`src/rtl/seqadd_mult.sv`:
```
module seqadd_mult #(
  parameter int W = 4
) (
  input  logic         clk,
  input  logic         rst,
  input  logic [W-1:0] in_bus,
  output logic [W-1:0] out_bus,
  output logic         out_en,
  output logic [6:0]   ctrl,
  output logic         done
);
  localparam int SW = 3;
  localparam int NT = 1 << SW;

  logic [SW-1:0] sc;
  logic [SW-1:0] d;
  logic [NT-1:0] t;
  logic [W-1:0]  m, q, r, f;
  logic          z, ld, loop_back;

  assign t = NT'(1) << sc;

  assign ctrl[0] = t[0];
  assign ctrl[1] = t[0];
  assign ctrl[2] = t[1];
  assign ctrl[3] = t[2];
  assign ctrl[4] = t[2];
  assign ctrl[5] = t[4];
  assign ctrl[6] = t[2];

  assign z         = (q == '0);
  assign loop_back = ~z & t[3];
  assign ld        = loop_back | t[5];
  assign d         = {t[5], loop_back, t[5]};

  always_ff @(posedge clk or posedge rst) begin
    if (rst)     sc <= '0;
    else if (ld) sc <= d;
    else         sc <= sc + 1'b1;
  end

  assign f = r + m;

  always_ff @(posedge clk) begin
    if (ctrl[0])      r <= '0;
    else if (ctrl[6]) r <= f;
    if (ctrl[1])      m <= in_bus;
    if (ctrl[2])      q <= in_bus;
    else if (ctrl[4]) q <= q - 1'b1;
  end

  assign out_en  = ctrl[5];
  assign out_bus = out_en ? r : '0;
  assign done    = t[5];
endmodule


```
`config.mk`:
```
export PLATFORM = sky130hd
export DESIGN_NAME = seqadd_mult
export DESIGN_NICKNAME = d
export VERILOG_FILES = /design/src/rtl/seqadd_mult.sv
export SDC_FILE = /design/constraint.sdc
export NUM_CORES = 1
export LEC_CHECK = 0
export ABC_AREA = 1
export BUFFER_PORTS_ARGS = -buffer_cell sky130_fd_sc_hd__buf_4
export CAP_MARGIN = 25
export CELL_PAD_IN_SITES_DETAIL_PLACEMENT = 1
export CELL_PAD_IN_SITES_GLOBAL_PLACEMENT = 1
export CORE_ASPECT_RATIO = 1.4
export CORE_MARGIN = 10
export CORE_UTILIZATION = 35
export CTS_BUF_LIST = sky130_fd_sc_hd__clkbuf_4
export DETAILED_ROUTE_END_ITERATION = 7
export GPL_TIMING_DRIVEN = 0
export PLACE_DENSITY = 0.76
export SYNTH_ARGS = -nofsm -noshare
export SYNTH_HDL_FRONTEND = slang
export SYNTH_SLANG_ARGS = --single-unit
```
`constraint.sdc`:
```
create_clock -name clk -period 1.7 [get_ports clk]
set_input_delay 0.425 -clock clk [delete_from_list [all_inputs] [get_ports clk]]
set_output_delay 0.425 -clock clk [all_outputs]
set_load 0.01 [all_outputs]
```
# Yosys cells after proc, flatten, opt, wreduce, memory -nomap -nowiden
# Cells that the tools add are included.
[word_totals]
input_bits = 6
register_bits = 15
word_cells = 17
[classes]
bitwise = 3
n_mux = 4
shift = 1
n_reduce_logical = 2
n_addsub = 3
[ops]
columns = ["op", "n"]
rows = [
  ["$mux W4", 3],
  ["$shl A1 B3 Y6 const A", 1],
  ["$add A4 B4 Y4", 1],
  ["$logic_not A4 Y1", 1],
  ["$sub A4 B1 Y4 const B", 1],
  ["$add A3 B1 Y3 const B", 1],
  ["$mux W3", 1],
  ["$reduce_bool A2 Y1", 1],
  ["$and A1 B1 Y1", 1],
  ["$not A1 Y1", 1],
  ["$or A1 B1 Y1", 1],
]

# Longest topological paths before layout
# Gate-level depths: netlist of run 1.
[logic_depth]
ltp_word = 5
mapped_depth = 8
depth_no_buf = 8

# Worst setup path before layout of run 1
# Ideal clock, no wire load.
[synth_path]
path_kind = "reg-to-output"
start = "register sc[0]"
end = "output ctrl[1]"
t_arrival_ns = 1.284
t_required_ns = 1.275
stages_incl_launch_ff = 6
slack_ns = -0.009
path_cell_list = "dfrtp_1 inv_1 ha_1 inv_1 nor2_1 buf_4"
[synth_between]
elab_chain_cells = 1
[synth_rtl]
columns = ["element", "line_no", "text"]
rows = [
  ["from (decl)", "15", "logic [SW-1:0] sc;"],
  ["from (signal assigned)", "39", "else sc <= sc + 1'b1;"],
  ["$shl A1 B3 Y6", "21", "assign t = NT'(1) << sc;"],
  ["to (decl)", "9", "output logic [6:0] ctrl,"],
]
# Every way passes these cells.

# Worst setup path in the final report of run 1
[layout_path]
start = "register sc[1]"
end = "output ctrl[0]"
# The elaborated chain is that of the path after synthesis.

==> results of run 1 <==
## layout make-up
class	instances	area share, %
clock buffer	4	2.30
sequential	15	30.5
inverter	20	6.53
timing repair buffer	36	22.4
buffer	2	1.15
tap	34	3.26
multi-input combinational	58	33.9
## Yosys cell counts, drive strengths merged
master	count	area [um2]
fa	1	20.0
nor2	8	30.0
inv	20	77.6
xnor2	1	8.76
nand2	18	77.6
dfxtp	4	80.1
nand3	2	15.0
buf	4	30.0
edfxtp	8	240
o21ai	6	30.0
xor2	2	17.5
a21oi	4	20.0
o22ai	3	18.8
a21boi	1	7.51
dfrtp	3	75.1
or2	1	6.26
ha	10	125
a21o	1	7.51
## worst max path at each step
stage                         end  depth (start not counted)             from  slack [ns]
after floorplan           ctrl[1]                          5  sc[0]$_DFF_PP0_        0.14
after global placement    ctrl[1]                          6  sc[0]$_DFF_PP0_      0.0001
after detailed placement  ctrl[1]                          6  sc[0]$_DFF_PP0_       -0.04
after CTS                 ctrl[0]                          5  sc[1]$_DFF_PP0_       -0.06
after global routing      ctrl[1]                          5  sc[1]$_DFF_PP0_       -0.09
final                     ctrl[0]                          5  sc[1]$_DFF_PP0_       -0.02
## timing repair
action                     4_1_cts  5_1_grt
hold endpoints to repair         3        0
setup buffers                    9        8
hold buffers                     1        0
gates resized for setup         20        7
setup endpoints to repair       12       12
pin swaps                        5        2
## stage by stage
stage | setup slack (ns) | instance area, um2 | power [mW] | util (%)
floorplan | 0.143 | 890 | 1.50 | -
global placement | 0.000105 | 1070 | 1.83 | 44.2
detailed placement | -0.0355 | 1070 | 1.90 | 44.2
CTS | -0.0626 | 1220 | 2.37 | 50.6
global route | -0.0944 | 1300 | 2.80 | 53.9
finish | -0.0186 | 1300 | 2.55 | 53.9
## critical path: cells and delay by family (launching register included)
kind                     cells  cell delay (ns)
AND/OR/NAND/NOR              1             0.13
flip-flops                   1             0.45
buffers and inverters        3             0.27
adder cells (fa/ha/maj)      1             0.16
## per-layer routing
| metal | vias to the layer above | wire length, um | GRT usage [%] |
|---|---|---|---|
| met4 | 0 | 25 | 3.36 |
| met1 | 377 | 847 | 8.29 |
| met2 | 13 | 1360 | 18.9 |
| li1 | 379 | - | - |
| met5 | - | 0 | 0 |
| met3 | 4 | 66 | 1.83 |
## registers in the layout, indices dropped and copies added, names as in the netlist
register,flops
sc,3
q,4
r,4
m,4
## logic make-up after synthesis
logic type	count (synthesis)	synth area share (%)
flip-flops	15	44.6
AND/OR/NAND/NOR	29	14.5
adder cells (fa/ha/maj)	11	16.4
AO/OA/AOI/OAI	15	9.45
XOR/XNOR	3	2.96
buffers and inverters	24	12.1
## power groups by stage
| stage | combinational (mW) | clock, mW | sequential (mW) |
|---|---|---|---|
| final | 1.59 | 0.222 | 0.738 |
| after global routing | 1.79 | 0.248 | 0.759 |
| after CTS | 1.40 | 0.221 | 0.749 |
| after detailed placement | 1.16 | 0 | 0.741 |
| after global placement | 1.10 | 0 | 0.730 |
| after floorplan | 0.799 | 0 | 0.700 |
==> impl_metrics.yaml, run 1 <==
logic_synthesis:
  ys_ff_latch: 15
  synth.yosys.warnings: 0
  syn-instance-count: 97
  postSynthNetCount: 114
  syn_area_per_cell_um2: 9.15
  netlist_area_um2: 887
  synth-seq-area-share_pct: 44.6
  synth.distinct_cells: 24
clock_network:
  clk_path_buf_depth: 2
  cts_tree: "built"
  ctsRootBufferMaster: "sky130_fd_sc_hd__clkbuf_4"
  cts_htree_levels: 1
  cts.sinks: 15
  clock_latency_ns: 0.28
  clock_transition_at_the_registers_of_the_reported_paths_ns: 0.09
  total_clock_buffers_created_by_cts: 3
die:
  design.portCount: 19
  dieHeight_um: 79.6
  area_inside_the_core_boundary_um2: 2420
  dieWidth_um: 62.6
  placement_rows: 21
  initial_utilization_pct: 36.7
  die_outline_area_um2: 4980
layout:
  post_layout_nonfiller_instances: 169
  antennaDiodeCount: 0
  seq_area_um2: 398
  commonest_non_fill_non_tap_cell_in_the_layout: "sky130_fd_sc_hd__buf_4"
  mostFrequentLayoutCells: "32 x sky130_fd_sc_hd__buf_4, 14 x sky130_fd_sc_hd__nand2_1, 13 x sky130_fd_sc_hd__inv_1"
  nets: 153
  fill_cells: 295
  drive_above_1_share_pct: 45.9
  multi_input_area_um2: 442
  syn_to_final_growth_pct: 47.0
timing:
  post-route-min-period_ns: 1.72
  rsz0062_at_grt: "yes"
  setup_viol_count_final: 4
  final-max-slew-violation-count: 0
  hold_viol_final: 0
  worst_slack_ns: -0.0186
  worst_tran_pin_value_ns: 0.339
  maxSlewHeadroom_pct: 77.2
  hold_ws_ns: 0.325
  achievable-frequency_mhz: 582
  post-route-period-util_pct: 101
  final.setup.tns_ns: -0.0603
  clock-skew-final_ns: 0.00167
routing:
  final_antenna_net_count: 0
  post_drt_via_cell_ratio: 4.57
  post_route_drc_violation_count: 0
  wirelength_mm: 2.30
  count_of_vias_placed_by_the_detailed_router: 773
  initialDrtViolationCount: 6
  wl_per_cell_um: 13.6
  drt_pre_antenna_iters: 2
global_route:
  grt_remaining_overflow: 0
  number_of_antenna_violations_at_the_first_check_in_global_routing: 0
  grt_start_max_net_pins: 9
  grt_util_all_layers_pct: 9.09
  vias_in_the_first_global_route: 801
  grt_pass1_wl_mm: 3.68
worst_setup_path:
  cp_data_required_time_ns: 1.27
  biggest_cell_delay_along_the_critical_path_ns: 0.45
  crit_path_end_kind: "output pin"
  regToRegStartpoint: "sc[1]$_DFF_PP0_"
  timing.setup.critical_path_class: "reg2out"
  worst-r2r-setup-slack_ns: 0.28
  critPathSlowestCell: "sky130_fd_sc_hd__dfrtp_2"
  critical_path_arrival_ns: 1.29
  crit_chain: "inv_2 -> ha_4 -> inv_4 -> nor2_4 -> buf_6"
  worst_setup_sp_type: "register"
  reg2reg_depth: 5
  regToRegEndpoint: "sc[2]$_DFF_PP0_"
  top_fanout_value_on_the_critical_path: 4
placed_design:
  portBuffers: 18
  post-dp-hpwl_mm: 1.64
  gp_congestion: 0.774
  post-place-cells: 149
power:
  worst_ir_drop_vdd_mv: 1.00
  pwr-share-comb_pct: 62.4
  pwr-share-clk_pct: 8.7
  sequentialPowerShare_pct: 28.9
  cellPowerDensity_nw_per_um2: 1960
  switching_power_mw: 1.06
  leakage_nw: 0.654
  power.internal_mw: 1.50
  sw_frac_of_total_pct: 41.4
min_path:
  min-delay-start: "in_bus[3]"
  min-delay-path-class: "in2reg"
  whs_path_depth: 1
  hold_path_end: "m[3]$_DFFE_PP_"
outcome:
  run_status: "complete, but fails checks"
  failed_checks: "setup timing"
flow_run:
  max-cap-violations: 0
No activity file was read; power rests on OpenSTA's default activity.
==> inputs of run 2 (changes only) <==
--- a/config.mk
+++ b/config.mk
@@ -11,7 +11,7 @@
 export CELL_PAD_IN_SITES_DETAIL_PLACEMENT = 1
 export CELL_PAD_IN_SITES_GLOBAL_PLACEMENT = 1
 export CORE_ASPECT_RATIO = 1.4
-export CORE_MARGIN = 10
+export CORE_MARGIN = 5
 export CORE_UTILIZATION = 35
 export CTS_BUF_LIST = sky130_fd_sc_hd__clkbuf_4
 export DETAILED_ROUTE_END_ITERATION = 7
==> run 2 against run 1 <==
  * The flow still finishes with violations (setup timing)
  * Clock-buffer cell count did not move
  * Register-to-register slack lost 0.09 ns
  * Worst setup slack worse by 0.075 ns
  * Die area down 27%
  * Maximum frequency fell by 4.2%
  * Sequential power up 1%
  * Non-clock buffer count fell by 2
  * Flip-flop and latch count unchanged
  * Hold slack worse by 0.0098 ns
  * Power increased by 1.5%
  * First-iteration DRC count decreased by 50%
  * Utilization up 0.36 points
  * Largest power group unchanged
  * Highest routed layer unchanged
==> impl_metrics.yaml, run 2 (synthesis gave the netlist of run 1 again) <==
outcome:
  run_status: "complete, but fails checks"
  failed_checks: "setup timing"
die:
  area_inside_the_core_boundary_um2: 2420
  die_outline_area_um2: 3660
  placement_rows: 21
  dieWidth_um: 52.6
  design.portCount: 19
  dieHeight_um: 69.6
  initial_utilization_pct: 36.7
worst_setup_path:
  worst-r2r-setup-slack_ns: 0.19
  top_fanout_value_on_the_critical_path: 4
  biggest_cell_delay_along_the_critical_path_ns: 0.42
  worst_path_most_repeated_cell: "sky130_fd_sc_hd__buf_6"
  regToRegStartpoint: "sc[1]$_DFF_PP0_"
  critPathLaunch: "sc[1]$_DFF_PP0_"
  reg2reg_depth: 6
  cp_data_required_time_ns: 1.27
  crit_path_end_kind: "output pin"
  worstSetupEndpoint: "ctrl[1]"
  critPathSlowestCell: "sky130_fd_sc_hd__dfrtp_1"
  worst_setup_sp_type: "register"
  critical_path_arrival_ns: 1.37
  crit_chain: "inv_2 -> ha_4 -> inv_4 -> nor2_4 -> buf_6 -> buf_6"
  regToRegEndpoint: "sc[2]$_DFF_PP0_"
  timing.setup.critical_path_class: "reg2out"
clock_network:
  total_clock_buffers_created_by_cts: 3
  ctsRootBufferMaster: "sky130_fd_sc_hd__clkbuf_4"
  cts_htree_levels: 1
  cts.sinks: 15
  cts_tree: "built"
  clock_latency_ns: 0.29
  clk_path_buf_depth: 2
  clock_transition_at_the_registers_of_the_reported_paths_ns: 0.10
global_route:
  number_of_antenna_violations_at_the_first_check_in_global_routing: 0
  vias_in_the_first_global_route: 819
  grt_start_max_net_pins: 10
  grt_remaining_overflow: 0
  grt_util_all_layers_pct: 13.1
  grt_pass1_wl_mm: 3.68
routing:
  post_route_drc_violation_count: 0
  wl_per_cell_um: 13.5
  wirelength_mm: 2.25
  drt_pre_antenna_iters: 4
  final_antenna_net_count: 0
  count_of_vias_placed_by_the_detailed_router: 763
  initialDrtViolationCount: 3
  post_drt_via_cell_ratio: 4.57
power:
  total_power_mw: 2.59
  worst_ir_drop_vdd_mv: 1.05
  leakage_nw: 0.647
  cellPowerDensity_nw_per_um2: 1970
layout:
  commonest_non_fill_non_tap_cell_in_the_layout: "sky130_fd_sc_hd__buf_4"
  postLayoutCellArea_um2: 1310
  nets: 151
  fill_cells: 296
  biggestRegsByFlops: "m (4), q (4), r (4)"
  syn_to_final_growth_pct: 48.0
  antennaDiodeCount: 0
  mostFrequentLayoutCells: "24 x sky130_fd_sc_hd__buf_4, 14 x sky130_fd_sc_hd__nand2_1, 13 x sky130_fd_sc_hd__inv_1"
  drive_above_1_share_pct: 45.1
placed_design:
  portBuffers: 18
  postPlaceCellArea_um2: 1070
  post-dp-hpwl_mm: 1.47
  gp_congestion: 0.773
min_path:
  whs_path_depth: 1
  min-delay-path-class: "in2reg"
  min-delay-start: "in_bus[0]"
timing:
  final-max-slew-violation-count: 0
  achievable-frequency_mhz: 558
  post-route-min-period_ns: 1.79
  rsz0062_at_grt: "yes"
  maxSlewHeadroom_pct: 75.6
  worst_slack_ns: -0.0937
  worst_tran_pin_value_ns: 0.362
  final.setup.tns_ns: -0.577
  clock-skew-final_ns: 0.00402
  hold_viol_final: 0
  post-route-period-util_pct: 106
  setup_viol_count_final: 12
flow_run:
  max-cap-violations: 0
run 2: routing by layer:
| metal | track usage (%) | share of wire, % |
|---|---|---|
| met1 | 16.1 | 39 |
| met2 | 22.2 | 55 |
| met3 | 2.37 | 4.0 |
| met4 | 4.26 | 1.6 |
| met5 | 0 | 0 |
run 2: repair_timing:
| item | 4_1_cts | 5_1_grt |
|---|---|---|
| buffers inserted | 8 | 5 |
| hold buffers | 1 | 0 |
| endpoints found under the setup margin | 12 | 13 |
| pin swaps | 4 | 4 |
| resized for setup | 18 | 15 |
| hold endpoints to repair | 3 | 0 |
run 2: how the worst min path moves through the flow:
stage,end,slack [ns]
2_1_floorplan,sc[0]$_DFF_PP0_,0.18
3_3_place_gp,sc[1]$_DFF_PP0_,0.30
3_5_place_dp,sc[1]$_DFF_PP0_,0.31
4_1_cts,m[2]$_DFFE_PP_,0.31
5_1_grt,m[2]$_DFFE_PP_,0.31
6_report,m[0]$_DFFE_PP_,0.31
run 2: per-stage QoR:
| step | worst slack [ns] | utilization (%) | hold WS, ns | cells |
|---|---|---|---|---|
| final | -0.0937 | 54.3 | 0.315 | 167 |
| after global placement | 0.00865 | 44.2 | 0.305 | 149 |
| after detailed placement | -0.0392 | 44.2 | 0.307 | 149 |
| after floorplan | 0.143 | - | 0.179 | 97 |
| after CTS | -0.0940 | 50.8 | 0.312 | 162 |
| after global routing | -0.154 | 54.3 | 0.307 | 167 |
run 2: power breakdown:
| group | leakage [nW] | switching [mW] | total, mW | internal [mW] |
|---|---|---|---|---|
| logic | 0.487 | 0.811 | 1.61 | 0.799 |
| registers | 0.142 | 0.145 | 0.749 | 0.604 |
| clock network | 0.0184 | 0.125 | 0.232 | 0.107 |
| total | 0.647 | 1.08 | 2.59 | 1.51 |
run 2: critical path, delay by kind of cell, from the launching register on:
family	cells	cell delay, ns
fa+ha+maj	1	0.17
buf+inv	4	0.35
flops	1	0.42
simple gates	1	0.12
run 2: final cells by class:
class	instances	area [um2]	share of cell area [%]
buffer	4	45.0	3.43
clock buffer	4	30.0	2.29
inverter	20	85.1	6.48
multi-input combinational	58	444	33.8
sequential	15	397	30.2
tap	34	42.5	3.24
timing repair buffer	32	269	20.5
==> inputs of run 3 (changes only) <==
==> constraint.sdc (replaced) <==
create_clock -name clk -period 1.7 [get_ports clk]
set_input_delay 0.425 -clock clk [delete_from_list [all_inputs] [get_ports clk]]
set_output_delay 0.425 -clock clk [all_outputs]
set_load 0.05 [all_outputs]
==> run 3 against run 2 <==
  * The flow still finishes with violations (setup timing)
  * Design area increased by 6.9%
  * Utilization increased by 3.7 points
  * Highest routed layer unchanged
  * Clock skew about the same
  * Worst setup slack got worse by 0.021 ns
==> impl_metrics.yaml, run 3 (synthesis gave the netlist of run 1 again) <==
global_route:
  globalRouteMet3Util_pct: 1.94
  grt_pass1_wl_mm: 3.44
  grt_remaining_overflow: 0
  grt.met1_usage_pct: 13.2
  met2_track_utilization_from_global_routing_pct: 22.9
  grt_busiest_layer: "met2"
  number_of_antenna_violations_at_the_first_check_in_global_routing: 0
  vias_in_the_first_global_route: 791
  grt_start_max_net_pins: 10
  grt_util_all_layers_pct: 12.4
power:
  power.internal_mw: 1.62
  sw_frac_of_total_pct: 46.9
  switching_power_mw: 1.43
  sequentialPowerShare_pct: 24.6
  leakage_nw: 0.679
  pwr-share-clk_pct: 7.3
  total_power_mw: 3.05
  cellPowerDensity_nw_per_um2: 2180
  pwr-share-comb_pct: 68.1
  worst_ir_drop_vdd_mv: 0.955
routing:
  wl_per_cell_um: 12.9
  final_antenna_net_count: 0
  drt_pre_antenna_iters: 2
  wirelength_mm: 2.17
  count_of_vias_placed_by_the_detailed_router: 752
  post_route_drc_violation_count: 0
  initialDrtViolationCount: 4
  post_drt_via_cell_ratio: 4.48
timing:
  achievable-frequency_mhz: 551
  setup_viol_count_final: 13
  worst_slack_ns: -0.115
  post-route-period-util_pct: 107
  final-max-slew-violation-count: 0
  clock-skew-final_ns: 0.00410
  maxSlewHeadroom_pct: 76.3
  post-route-min-period_ns: 1.81
  worst_tran_pin_value_ns: 0.353
  hold_viol_final: 0
  rsz0062_at_grt: "yes"
layout:
  mostFrequentLayoutCells: "19 x sky130_fd_sc_hd__buf_4, 14 x sky130_fd_sc_hd__nand2_1, 12 x sky130_fd_sc_hd__inv_1"
  finalCoreUtilization_pct: 58.0
  drive_above_1_share_pct: 46.3
  syn_to_final_growth_pct: 58.1
  biggestRegsByFlops: "m (4), q (4), r (4)"
  nets: 152
  antennaDiodeCount: 0
  postLayoutCellArea_um2: 1400
  commonest_non_fill_non_tap_cell_in_the_layout: "sky130_fd_sc_hd__buf_4"
outcome:
  failed_checks: "setup timing"
  run_status: "complete, but fails checks"
clock_network:
  cts_tree: "built"
  clk_path_buf_depth: 2
  clock_latency_ns: 0.28
  cts.sinks: 15
  ctsRootBufferMaster: "sky130_fd_sc_hd__clkbuf_4"
  total_clock_buffers_created_by_cts: 3
  cts_htree_levels: 1
  clock_transition_at_the_registers_of_the_reported_paths_ns: 0.09
worst_setup_path:
  path_delay_family: "flip-flops"
  crit_path_end_kind: "output pin"
  crit_chain: "inv_2 -> ha_4 -> inv_4 -> nor2_4 -> buf_6 -> buf_8"
  cp_data_required_time_ns: 1.27
  critical_path_arrival_ns: 1.39
  path_buf_inv: 4
  worst_setup_sp_type: "register"
  top_fanout_value_on_the_critical_path: 4
  timing.setup.critical_path_class: "reg2out"
  critPathSlowestCell: "sky130_fd_sc_hd__dfrtp_1"
  biggest_cell_delay_along_the_critical_path_ns: 0.43
placed_design:
  gp_congestion: 0.764
  portBuffers: 18
  post-dp-hpwl_mm: 1.48
  postPlaceCellArea_um2: 1070
die:
  design.portCount: 19
  placement_rows: 21
  die_outline_area_um2: 3660
  dieHeight_um: 69.6
  dieWidth_um: 52.6
  initial_utilization_pct: 36.7
  area_inside_the_core_boundary_um2: 2420
flow_run:
  max-cap-violations: 0
min_path:
  min-delay-path-class: "in2reg"
-- run 3: what timing repair did --
action                     4_1_cts  5_1_grt
resized for setup               31       22
setup endpoints to repair       13       13
setup buffers                    8        6
cloned                           0        0
hold buffers                     1        0
pin swaps                        4        3
hold endpoints to repair         3        0
-- run 3: worst reg2reg max path, stage by stage (launching register included) --
cell and delay, ns:
sky130_fd_sc_hd__dfrtp_1 0.41, sky130_fd_sc_hd__inv_2 0.07, sky130_fd_sc_hd__buf_4 0.14, sky130_fd_sc_hd__ha_4 0.17, sky130_fd_sc_hd__nand2_4 0.07, sky130_fd_sc_hd__clkinv_4 0.07
sky130_fd_sc_hd__buf_4 0.15, sky130_fd_sc_hd__nand2_1 0.05, sky130_fd_sc_hd__o21ai_1 0.06
-- run 3: area by class of cell --
cell class,count,area (um2)
Timing Repair Buffer,33,329
Buffer,4,45.0
Fill cell,277,1010
Sequential cell,15,397
Inverter,20,90.1
Tap cell,34,42.5
Multi-Input combinational cell,58,469
Clock buffer,4,30.0
-- run 3: worst paths after layout --
kind                       slack [ns]                end              start  depth (start not counted)
min                              0.32     m[0]$_DFFE_PP_          in_bus[0]                          1
max                             -0.11            ctrl[1]    sc[1]$_DFF_PP0_                          6
max in group asynchronous        1.00    sc[2]$_DFF_PP0_                rst                          3
min in group asynchronous        0.56    sc[0]$_DFF_PP0_                rst                          3
min reg2reg                      0.54  r[0]$_SDFFE_PP0P_  r[0]$_SDFFE_PP0P_                          2
max reg2reg                      0.26     q[0]$_DFFE_PP_    sc[1]$_DFF_PP0_                          8
-- run 3: power by group through the flow --
| stage | registers, mW | logic, mW | clock network (mW) |
|---|---|---|---|
| floorplan | 0.704 | 1.13 | 0 |
| global placement | 0.733 | 1.43 | 0 |
| detailed placement | 0.743 | 1.49 | 0 |
| CTS | 0.742 | 1.84 | 0.227 |
| global route | 0.775 | 2.28 | 0.245 |
| finish | 0.752 | 2.08 | 0.223 |
-- run 3: metrics by stage --
step / worst slack, ns / TNS [ns] / hold slack (ns) / cells
floorplan: -0.114 / -0.580 / 0.179 / 97
global placement: 0.0286 / 0 / 0.304 / 149
detailed placement: -0.00675 / -0.00675 / 0.308 / 149
CTS: -0.132 / -1.27 / 0.318 / 162
global route: -0.189 / -1.85 / 0.307 / 168
finish: -0.115 / -0.970 / 0.324 / 168
-- run 3: per-layer routing --
| layer | up-vias | share of wire (%) |
|---|---|---|
| met3 | 4 | 2.6 |
| met5 | - | 0 |
| met1 | 356 | 38 |
| li1 | 380 | - |
| met4 | 0 | 1.3 |
| met2 | 12 | 58 |
